**src/rtl/intr_seq_pkg.sv**
```systemverilog
package intr_seq_pkg;

  typedef enum logic [2:0] {
    IC_PLAIN = 3'd0,
    IC_HOLD  = 3'd1,
    IC_RTI   = 3'd2,
    IC_RTNMI = 3'd3,
    IC_EI    = 3'd4,
    IC_DI    = 3'd5,
    IC_RSV6  = 3'd6,
    IC_RSV7  = 3'd7
  } icls_e;

  function automatic logic is_return(icls_e c);
    return (c == IC_RTI) || (c == IC_RTNMI);
  endfunction

endpackage

```
**src/rtl/intr_accept.sv**
```systemverilog
module intr_accept
  import intr_seq_pkg::*;
(
  input  logic  clk,
  input  logic  rst_n,
  input  logic  step,
  input  icls_e cls,
  input  logic  mie,
  input  logic  irq_req,
  input  logic  nmi_req,
  output logic  take_irq,
  output logic  take_nmi
);

  logic boundary_ok;

  always_comb begin
    boundary_ok = step && (cls == IC_PLAIN);
    take_nmi    = boundary_ok && nmi_req;
    take_irq    = boundary_ok && !nmi_req && irq_req && mie;
  end

  p_one_take_r2: assert property (@(posedge clk) disable iff (!rst_n)
    !(take_irq && take_nmi));

  p_nmi_unmasked_r2: assert property (@(posedge clk) disable iff (!rst_n)
    (step && cls == IC_PLAIN && nmi_req && !mie) |-> take_nmi);

  p_mask_gate_r3: assert property (@(posedge clk) disable iff (!rst_n)
    take_irq |-> mie);

  p_hold_defer_r4: assert property (@(posedge clk) disable iff (!rst_n)
    (!step || cls != IC_PLAIN) |-> !(take_irq || take_nmi));

endmodule

```
**src/rtl/intr_mie_ctl.sv**
```systemverilog
module intr_mie_ctl
  import intr_seq_pkg::*;
(
  input  logic  clk,
  input  logic  rst_n,
  input  logic  step,
  input  icls_e cls,
  input  logic  take_irq,
  input  logic  take_nmi,
  output logic  mie
);

  logic mie_q, mie_d;
  logic sav_q, sav_d;
  logic upd_en;

  always_comb begin
    mie_d  = mie_q;
    sav_d  = sav_q;
    upd_en = step || take_irq || take_nmi;
    if (take_nmi) begin
      sav_d = mie_q;
      mie_d = 1'b0;
    end else if (take_irq) begin
      mie_d = 1'b0;
    end else if (step) begin
      case (cls)
        IC_RTI:   mie_d = 1'b1;
        IC_RTNMI: mie_d = sav_q;
        IC_EI:    mie_d = 1'b1;
        IC_DI:    mie_d = 1'b0;
        default:  mie_d = mie_q;
      endcase
    end
  end

  always_ff @(posedge clk or negedge rst_n) begin
    if (!rst_n) begin
      mie_q <= 1'b0;
      sav_q <= 1'b0;
    end else if (upd_en) begin
      mie_q <= mie_d;
      sav_q <= sav_d;
    end
  end

  assign mie = mie_q;

  p_entry_clear_r5: assert property (@(posedge clk) disable iff (!rst_n)
    (take_irq || take_nmi) |=> !mie_q);

  p_rti_sets_r6: assert property (@(posedge clk) disable iff (!rst_n)
    (step && cls == IC_RTI) |=> mie_q);

  p_ei_sets_r9: assert property (@(posedge clk) disable iff (!rst_n)
    (step && cls == IC_EI) |=> mie_q);

  p_di_clears_r9: assert property (@(posedge clk) disable iff (!rst_n)
    (step && cls == IC_DI) |=> !mie_q);

  p_hold_keeps_r4: assert property (@(posedge clk) disable iff (!rst_n)
    (step && cls == IC_HOLD) |=> $stable(mie_q));

endmodule

```
**src/rtl/intr_ret_stack.sv**
```systemverilog
module intr_ret_stack #(
  parameter int PC_W  = 12,
  parameter int DEPTH = 8,
  localparam int SP_W = (DEPTH > 1) ? $clog2(DEPTH) : 1
) (
  input  logic            clk,
  input  logic            rst_n,
  input  logic            push,
  input  logic            pop,
  input  logic [PC_W-1:0] push_data,
  output logic [PC_W-1:0] pop_data,
  output logic [SP_W-1:0] sp
);

  localparam logic [SP_W-1:0] SP_LAST = SP_W'(DEPTH - 1);

  logic [SP_W-1:0] sp_q, sp_d, sp_inc, sp_dec;
  logic [PC_W-1:0] rd_arr [DEPTH];

  always_comb begin
    sp_inc = (sp_q == SP_LAST) ? '0 : sp_q + 1'b1;
    sp_dec = (sp_q == '0) ? SP_LAST : sp_q - 1'b1;
    sp_d   = sp_q;
    if (push)     sp_d = sp_inc;
    else if (pop) sp_d = sp_dec;
  end

  always_ff @(posedge clk or negedge rst_n) begin
    if (!rst_n)           sp_q <= '0;
    else if (push || pop) sp_q <= sp_d;
  end

  for (genvar g = 0; g < DEPTH; g++) begin : gen_ent
    logic [PC_W-1:0] q;
    logic            wr_en;
    assign wr_en = push && (sp_q == SP_W'(g));
    always_ff @(posedge clk) begin
      if (wr_en) q <= push_data;
    end
    assign rd_arr[g] = q;
  end

  assign pop_data = rd_arr[sp_dec];
  assign sp       = sp_q;

  p_no_push_pop_r6: assert property (@(posedge clk) disable iff (!rst_n)
    !(push && pop));

  p_wrap_push_r10: assert property (@(posedge clk) disable iff (!rst_n)
    (push && sp_q == SP_LAST) |=> (sp_q == '0));

  p_wrap_pop_r10: assert property (@(posedge clk) disable iff (!rst_n)
    (pop && sp_q == '0) |=> (sp_q == SP_LAST));

  p_push_step_r5: assert property (@(posedge clk) disable iff (!rst_n)
    (push && sp_q != SP_LAST) |=> (sp_q == $past(sp_q) + 1'b1));

  p_pop_step_r6: assert property (@(posedge clk) disable iff (!rst_n)
    (pop && sp_q != '0) |=> (sp_q + 1'b1 == $past(sp_q)));

endmodule

```
**src/rtl/intr_seq_ctrl.sv**
```systemverilog
module intr_seq_ctrl
  import intr_seq_pkg::*;
#(
  parameter int              PC_W    = 12,
  parameter int              DEPTH   = 8,
  parameter logic [PC_W-1:0] NMI_VEC = PC_W'(4),
  localparam int             SP_W    = (DEPTH > 1) ? $clog2(DEPTH) : 1
) (
  input  logic            clk,
  input  logic            rst_n,
  input  logic            step,
  input  logic [2:0]      cls,
  input  logic [PC_W-1:0] cur_pc,
  input  logic            irq_req,
  input  logic [PC_W-1:0] irq_vec,
  input  logic            nmi_req,
  output logic            ack_irq,
  output logic            ack_nmi,
  output logic            pc_ld,
  output logic [PC_W-1:0] pc_val,
  output logic            mie_o,
  output logic [SP_W-1:0] sp_o
);

  logic [1:0]      rst_sync_q;
  logic            rst_int_n;
  icls_e           cls_v;
  logic            take_irq, take_nmi;
  logic            mie;
  logic            do_pop;
  logic [PC_W-1:0] pop_data;

  always_ff @(posedge clk or negedge rst_n) begin
    if (!rst_n) rst_sync_q <= 2'b00;
    else        rst_sync_q <= {rst_sync_q[0], 1'b1};
  end
  assign rst_int_n = rst_sync_q[1];

  assign cls_v  = icls_e'(cls);
  assign do_pop = step && is_return(cls_v);

  intr_accept u_accept (
    .clk      (clk),
    .rst_n    (rst_int_n),
    .step     (step),
    .cls      (cls_v),
    .mie      (mie),
    .irq_req  (irq_req),
    .nmi_req  (nmi_req),
    .take_irq (take_irq),
    .take_nmi (take_nmi)
  );

  intr_mie_ctl u_mie (
    .clk      (clk),
    .rst_n    (rst_int_n),
    .step     (step),
    .cls      (cls_v),
    .take_irq (take_irq),
    .take_nmi (take_nmi),
    .mie      (mie)
  );

  intr_ret_stack #(
    .PC_W  (PC_W),
    .DEPTH (DEPTH)
  ) u_stack (
    .clk       (clk),
    .rst_n     (rst_int_n),
    .push      (take_irq || take_nmi),
    .pop       (do_pop),
    .push_data (cur_pc),
    .pop_data  (pop_data),
    .sp        (sp_o)
  );

  always_comb begin
    pc_ld  = 1'b0;
    pc_val = '0;
    if (take_nmi) begin
      pc_ld  = 1'b1;
      pc_val = NMI_VEC;
    end else if (take_irq) begin
      pc_ld  = 1'b1;
      pc_val = irq_vec;
    end else if (do_pop) begin
      pc_ld  = 1'b1;
      pc_val = pop_data + 1'b1;
    end
  end

  assign ack_irq = take_irq;
  assign ack_nmi = take_nmi;
  assign mie_o   = mie;

  p_ret_reload_r7: assert property (@(posedge clk) disable iff (!rst_int_n)
    do_pop |-> pc_ld);

  p_ld_cause_r4: assert property (@(posedge clk) disable iff (!rst_int_n)
    pc_ld |-> step);

endmodule

```
**config.mk**
```make
export PLATFORM = sky130hd
export DESIGN_NAME = intr_seq_ctrl
export DESIGN_NICKNAME = d
export VERILOG_FILES = /design/src/rtl/intr_seq_pkg.sv /design/src/rtl/intr_accept.sv /design/src/rtl/intr_mie_ctl.sv /design/src/rtl/intr_ret_stack.sv /design/src/rtl/intr_seq_ctrl.sv
export SDC_FILE = /design/constraint.sdc
export NUM_CORES = 1
export LEC_CHECK = 0
export BUFFER_PORTS_ARGS = -buffer_cell sky130_fd_sc_hd__buf_2
export CORE_ASPECT_RATIO = 1.5
export CORE_MARGIN = 3
export CORE_UTILIZATION = 50
export CTS_CLUSTER_DIAMETER = 120
export DETAILED_ROUTE_END_ITERATION = 12
export PLACE_DENSITY = 0.74
export SYNTH_ARGS = -nofsm -noshare
export SYNTH_HDL_FRONTEND = slang
export SYNTH_SLANG_ARGS = --single-unit
export TNS_END_PERCENT = 100
```
**constraint.sdc**
```tcl
create_clock -name clk -period 10.8 [get_ports clk]
set_clock_uncertainty 0.05 [all_clocks]
set_input_delay 1.08 -clock clk [delete_from_list [all_inputs] [get_ports clk]]
set_output_delay 1.08 -clock clk [all_outputs]
set_load 0.05 [all_outputs]
```
==> impl_metrics.env <==
export IMPL_outcome="finished, final reports clean"
export IMPL_cts_htree_levels=3
export IMPL_r2r_cells=6
export IMPL_synth_top_area_share_pct=58.1
export IMPL_critPathCaptureType="output port"
export IMPL_tightestPinTransition_ns=0.969
export IMPL_layout_drive_gt1_share_pct=18.0
export IMPL_synth_edf_count=96
export IMPL_ctsHoldBuffers=0
export IMPL_yosysSeqAreaShare_pct=61.7
export IMPL_die_y_um=128
export IMPL_timing_rr_start="u_stack.sp[0]$_DFFE_PN0P_"
export IMPL_async_flop_share_pct=6.80
export IMPL_synth_cells=406
export IMPL_cap_violations=0
export IMPL_gp_congestion=0.984
export IMPL_track_usage_pct=22.1
export IMPL_drv_slew=0
export IMPL_cp_required_ns=9.67
export IMPL_p_per_area_nw_per_um2=302
export IMPL_hold_viol_final=0
export IMPL_startpoint_type="register"
export IMPL_r2r_end="u_stack.gen_ent[0].q[3]$_DFFE_PP_"
export IMPL_syn_num_nets=446
export IMPL_synth_top_family_by_area="compound AO/OA/AOI/OAI gates"
export IMPL_slew_headroom_pct=35.4
export IMPL_timing_fmax_ghz=0.153
export IMPL_min_period_ns=6.54
export IMPL_fin_crit_sh_pct=60.6
export IMPL_synth_most_common_cell="edfxtp_1"
export IMPL_nFillCells=768
export IMPL_synth_cell_types=60
export IMPL_synth_area_top_cells="edfxtp_1 58%, dfrtp_1 3.5%, nand2_1 2.4%"
export IMPL_power_mw=1.69
export IMPL_grt_pass1_wl_um=18200
export IMPL_n_antenna_cell=0
export IMPL_synth_compound_area_share_pct=14.2
export IMPL_setup_viol_count_final=0
export IMPL_drtIter0Drc=501
export IMPL_hp_class="reg2async"
export IMPL_port_buffers=50
export IMPL_io_pins=51
export IMPL_vdd_ir_drop_worst_mv=0.203
export IMPL_synth_area_per_cell_um2=12.2
export IMPL_p_leak_nw=2.08
export IMPL_cts_tree="done"
export IMPL_grt_setup_unrepaired="no"
export IMPL_crit_type="reg2out"
export IMPL_netlist_area_um2=4960
export IMPL_synth_adder_area_share_pct=2.02
export IMPL_syn_to_final_growth_pct=12.8
export IMPL_clk_pin_slew_worst_paths_ns=0.08
export IMPL_synth_ff_type="edfxtp_1"
export IMPL_cts_resized=0
export IMPL_grt_max_degree=44
export IMPL_wirelength_um=11800
export IMPL_drtAntennaViolNets=0
export IMPL_avgRoutedWirePerCell_um=20.9
export IMPL_dp_hpwl_um=7920
export IMPL_clock_sinks=103
export IMPL_yosys_mux_area_fraction_pct=2.47
export IMPL_die_area_um2=11200
export IMPL_clock_latency_ns=0.36
export IMPL_cp_max_fo=43
export IMPL_clockBufferDepth=2
export IMPL_synth_common_cells="96 x edfxtp_1, 32 x nand2_1, 27 x nor2_1"
export IMPL_regToRegSetupSlack_ns=7.10
export IMPL_grt_pass1_vias=3292
export IMPL_drc=0
export IMPL_cp_startpoint="u_stack.sp[0]$_DFFE_PN0P_"
export IMPL_grt_overflow=0
export IMPL_drt_vias_per_instance=6.31
export IMPL_fin_tns_setup_ns=0
export IMPL_initial_core_util_pct=52.4
export IMPL_post_place_ws_ns=4.76
export IMPL_antenna_found_initial=0
export IMPL_arrival_ns=5.41
export IMPL_timing_final_ws_setup_ns=4.26
export IMPL_yosysWarnings=0
export IMPL_fp_row_count=43
export IMPL_drt_first_pass_iters=6
export IMPL_nNetsFinal=486
export IMPL_synthSimpleGateAreaFrac_pct=14.2
export IMPL_coreArea_um2=9470
export IMPL_numCtsBuffers=9
export IMPL_cts_setup_buffers=0
export IMPL_dr_total_vias=3552
export IMPL_yosys_area_top_type="edfxtp_1"
export IMPL_synth_xor_area_share_pct=1.94
export IMPL_cts_root_buf="clkbuf_16"
export IMPL_die_w_um=87.3
export IMPL_ys_ff_latch=103
[power by group]
| group | leakage (nW) | switching [mW] | internal [mW] |
|---|---|---|---|
| logic | 0.979 | 0.582 | 0.293 |
| clock network | 0.157 | 0.144 | 0.205 |
| registers | 0.945 | 0.0169 | 0.448 |
| total | 2.08 | 0.743 | 0.947 |
[layer usage]
metal / share of wire [%] / vias to the layer above / global-route usage, %
met5: 0 / - / 0
li1: - / 1626 / -
met4: 4.0 / 0 / 12.5
met1: 38 / 1665 / 28.2
met2: 49 / 227 / 35.1
met3: 9.0 / 34 / 3.86
[flip-flops by register name, indices dropped and copies added (netlist names)]
signal             flops
u_stack.gen_ent.q     96
u_mie.mie              1
rst_sync_q             2
u_mie.sav_q            1
u_stack.sp             3
[worst max-delay path, stage by stage, from the launching register on]
cell	delay, ns
dfrtp_1	0.38
buf_4	0.27
inv_1	0.47
ha_1	0.60
nor2b_1	0.77
o22ai_1	0.18
a211oi_1	0.35
mux2i_1	0.20
nor2_1	0.19
ha_1	0.17
inv_1	0.07
nor4b_1	0.58
nand4_1	0.18
xor2_1	0.17
o21ai_1	0.14
buf_2	0.29
[how the worst max path moves through the flow]
| stage | endpoint | slack, ns |
|---|---|---|
| floorplan | pc_val[8] | 5.03 |
| global placement | pc_val[11] | 4.95 |
| detailed placement | pc_val[10] | 4.76 |
| CTS | pc_val[10] | 4.37 |
| global route | pc_val[10] | 4.00 |
| finish | pc_val[10] | 4.26 |
[per-stage QoR]
step / hold slack, ns / instance area (um2) / utilization (%) / instances
3_3_place_gp: 0.0250 / 5260 / 55.6 / 547
3_5_place_dp: 0.0344 / 5260 / 55.6 / 547
4_1_cts: 0.0391 / 5590 / 59.1 / 563
6_report: 0.0339 / 5590 / 59.1 / 563
2_1_floorplan: 0.00406 / 4960 / - / 406
5_1_grt: 0.0534 / 5590 / 59.1 / 563
[placed cells by master (no fill, tap or decap), types with 7 or more instances in the layout]
| cell type | netlist | routed |
|---|---|---|
| nor2_1 | 27 | 27 |
| inv_1 | 15 | 15 |
| ha_1 | 8 | 8 |
| buf_2 | 12 | 50 |
| nor3_1 | 8 | 7 |
| and3_1 | 10 | 10 |
| nand3_1 | 14 | 14 |
| clkbuf_16 | 0 | 9 |
| nand2_1 | 32 | 32 |
| edfxtp_1 | 96 | 96 |
| a21oi_1 | 14 | 14 |
| nor2b_1 | 7 | 7 |
| mux2i_1 | 10 | 10 |
| o21ai_0 | 22 | 22 |
| dfrtp_1 | 7 | 7 |
| a211oi_1 | 12 | 12 |
[area by class of cell]
| class | count | area [um2] | share of cell area (%) |
|---|---|---|---|
| clock buffers | 9 | 225 | 4.03 |
| multi-input cells | 264 | 1740 | 31.1 |
| well taps | 112 | 140 | 2.51 |
| clock inverters | 7 | 103 | 1.83 |
| inverters | 15 | 56.3 | 1.01 |
| repair buffers | 53 | 273 | 4.88 |
| flip-flops and latches | 103 | 3060 | 54.7 |
[logic make-up (layout without fill, tap and decap cells)]
family / count (synthesis) / count (layout)
adder cells (fa/ha/maj): 8 / 8
flip-flops: 103 / 103
AO/OA/AOI/OAI: 100 / 100
AND/OR/NAND/NOR: 132 / 132
XOR/XNOR: 11 / 11
other: 1 / 1
buffers and inverters: 39 / 84
multiplexers: 12 / 12
Power figures use the tool's default switching activity.
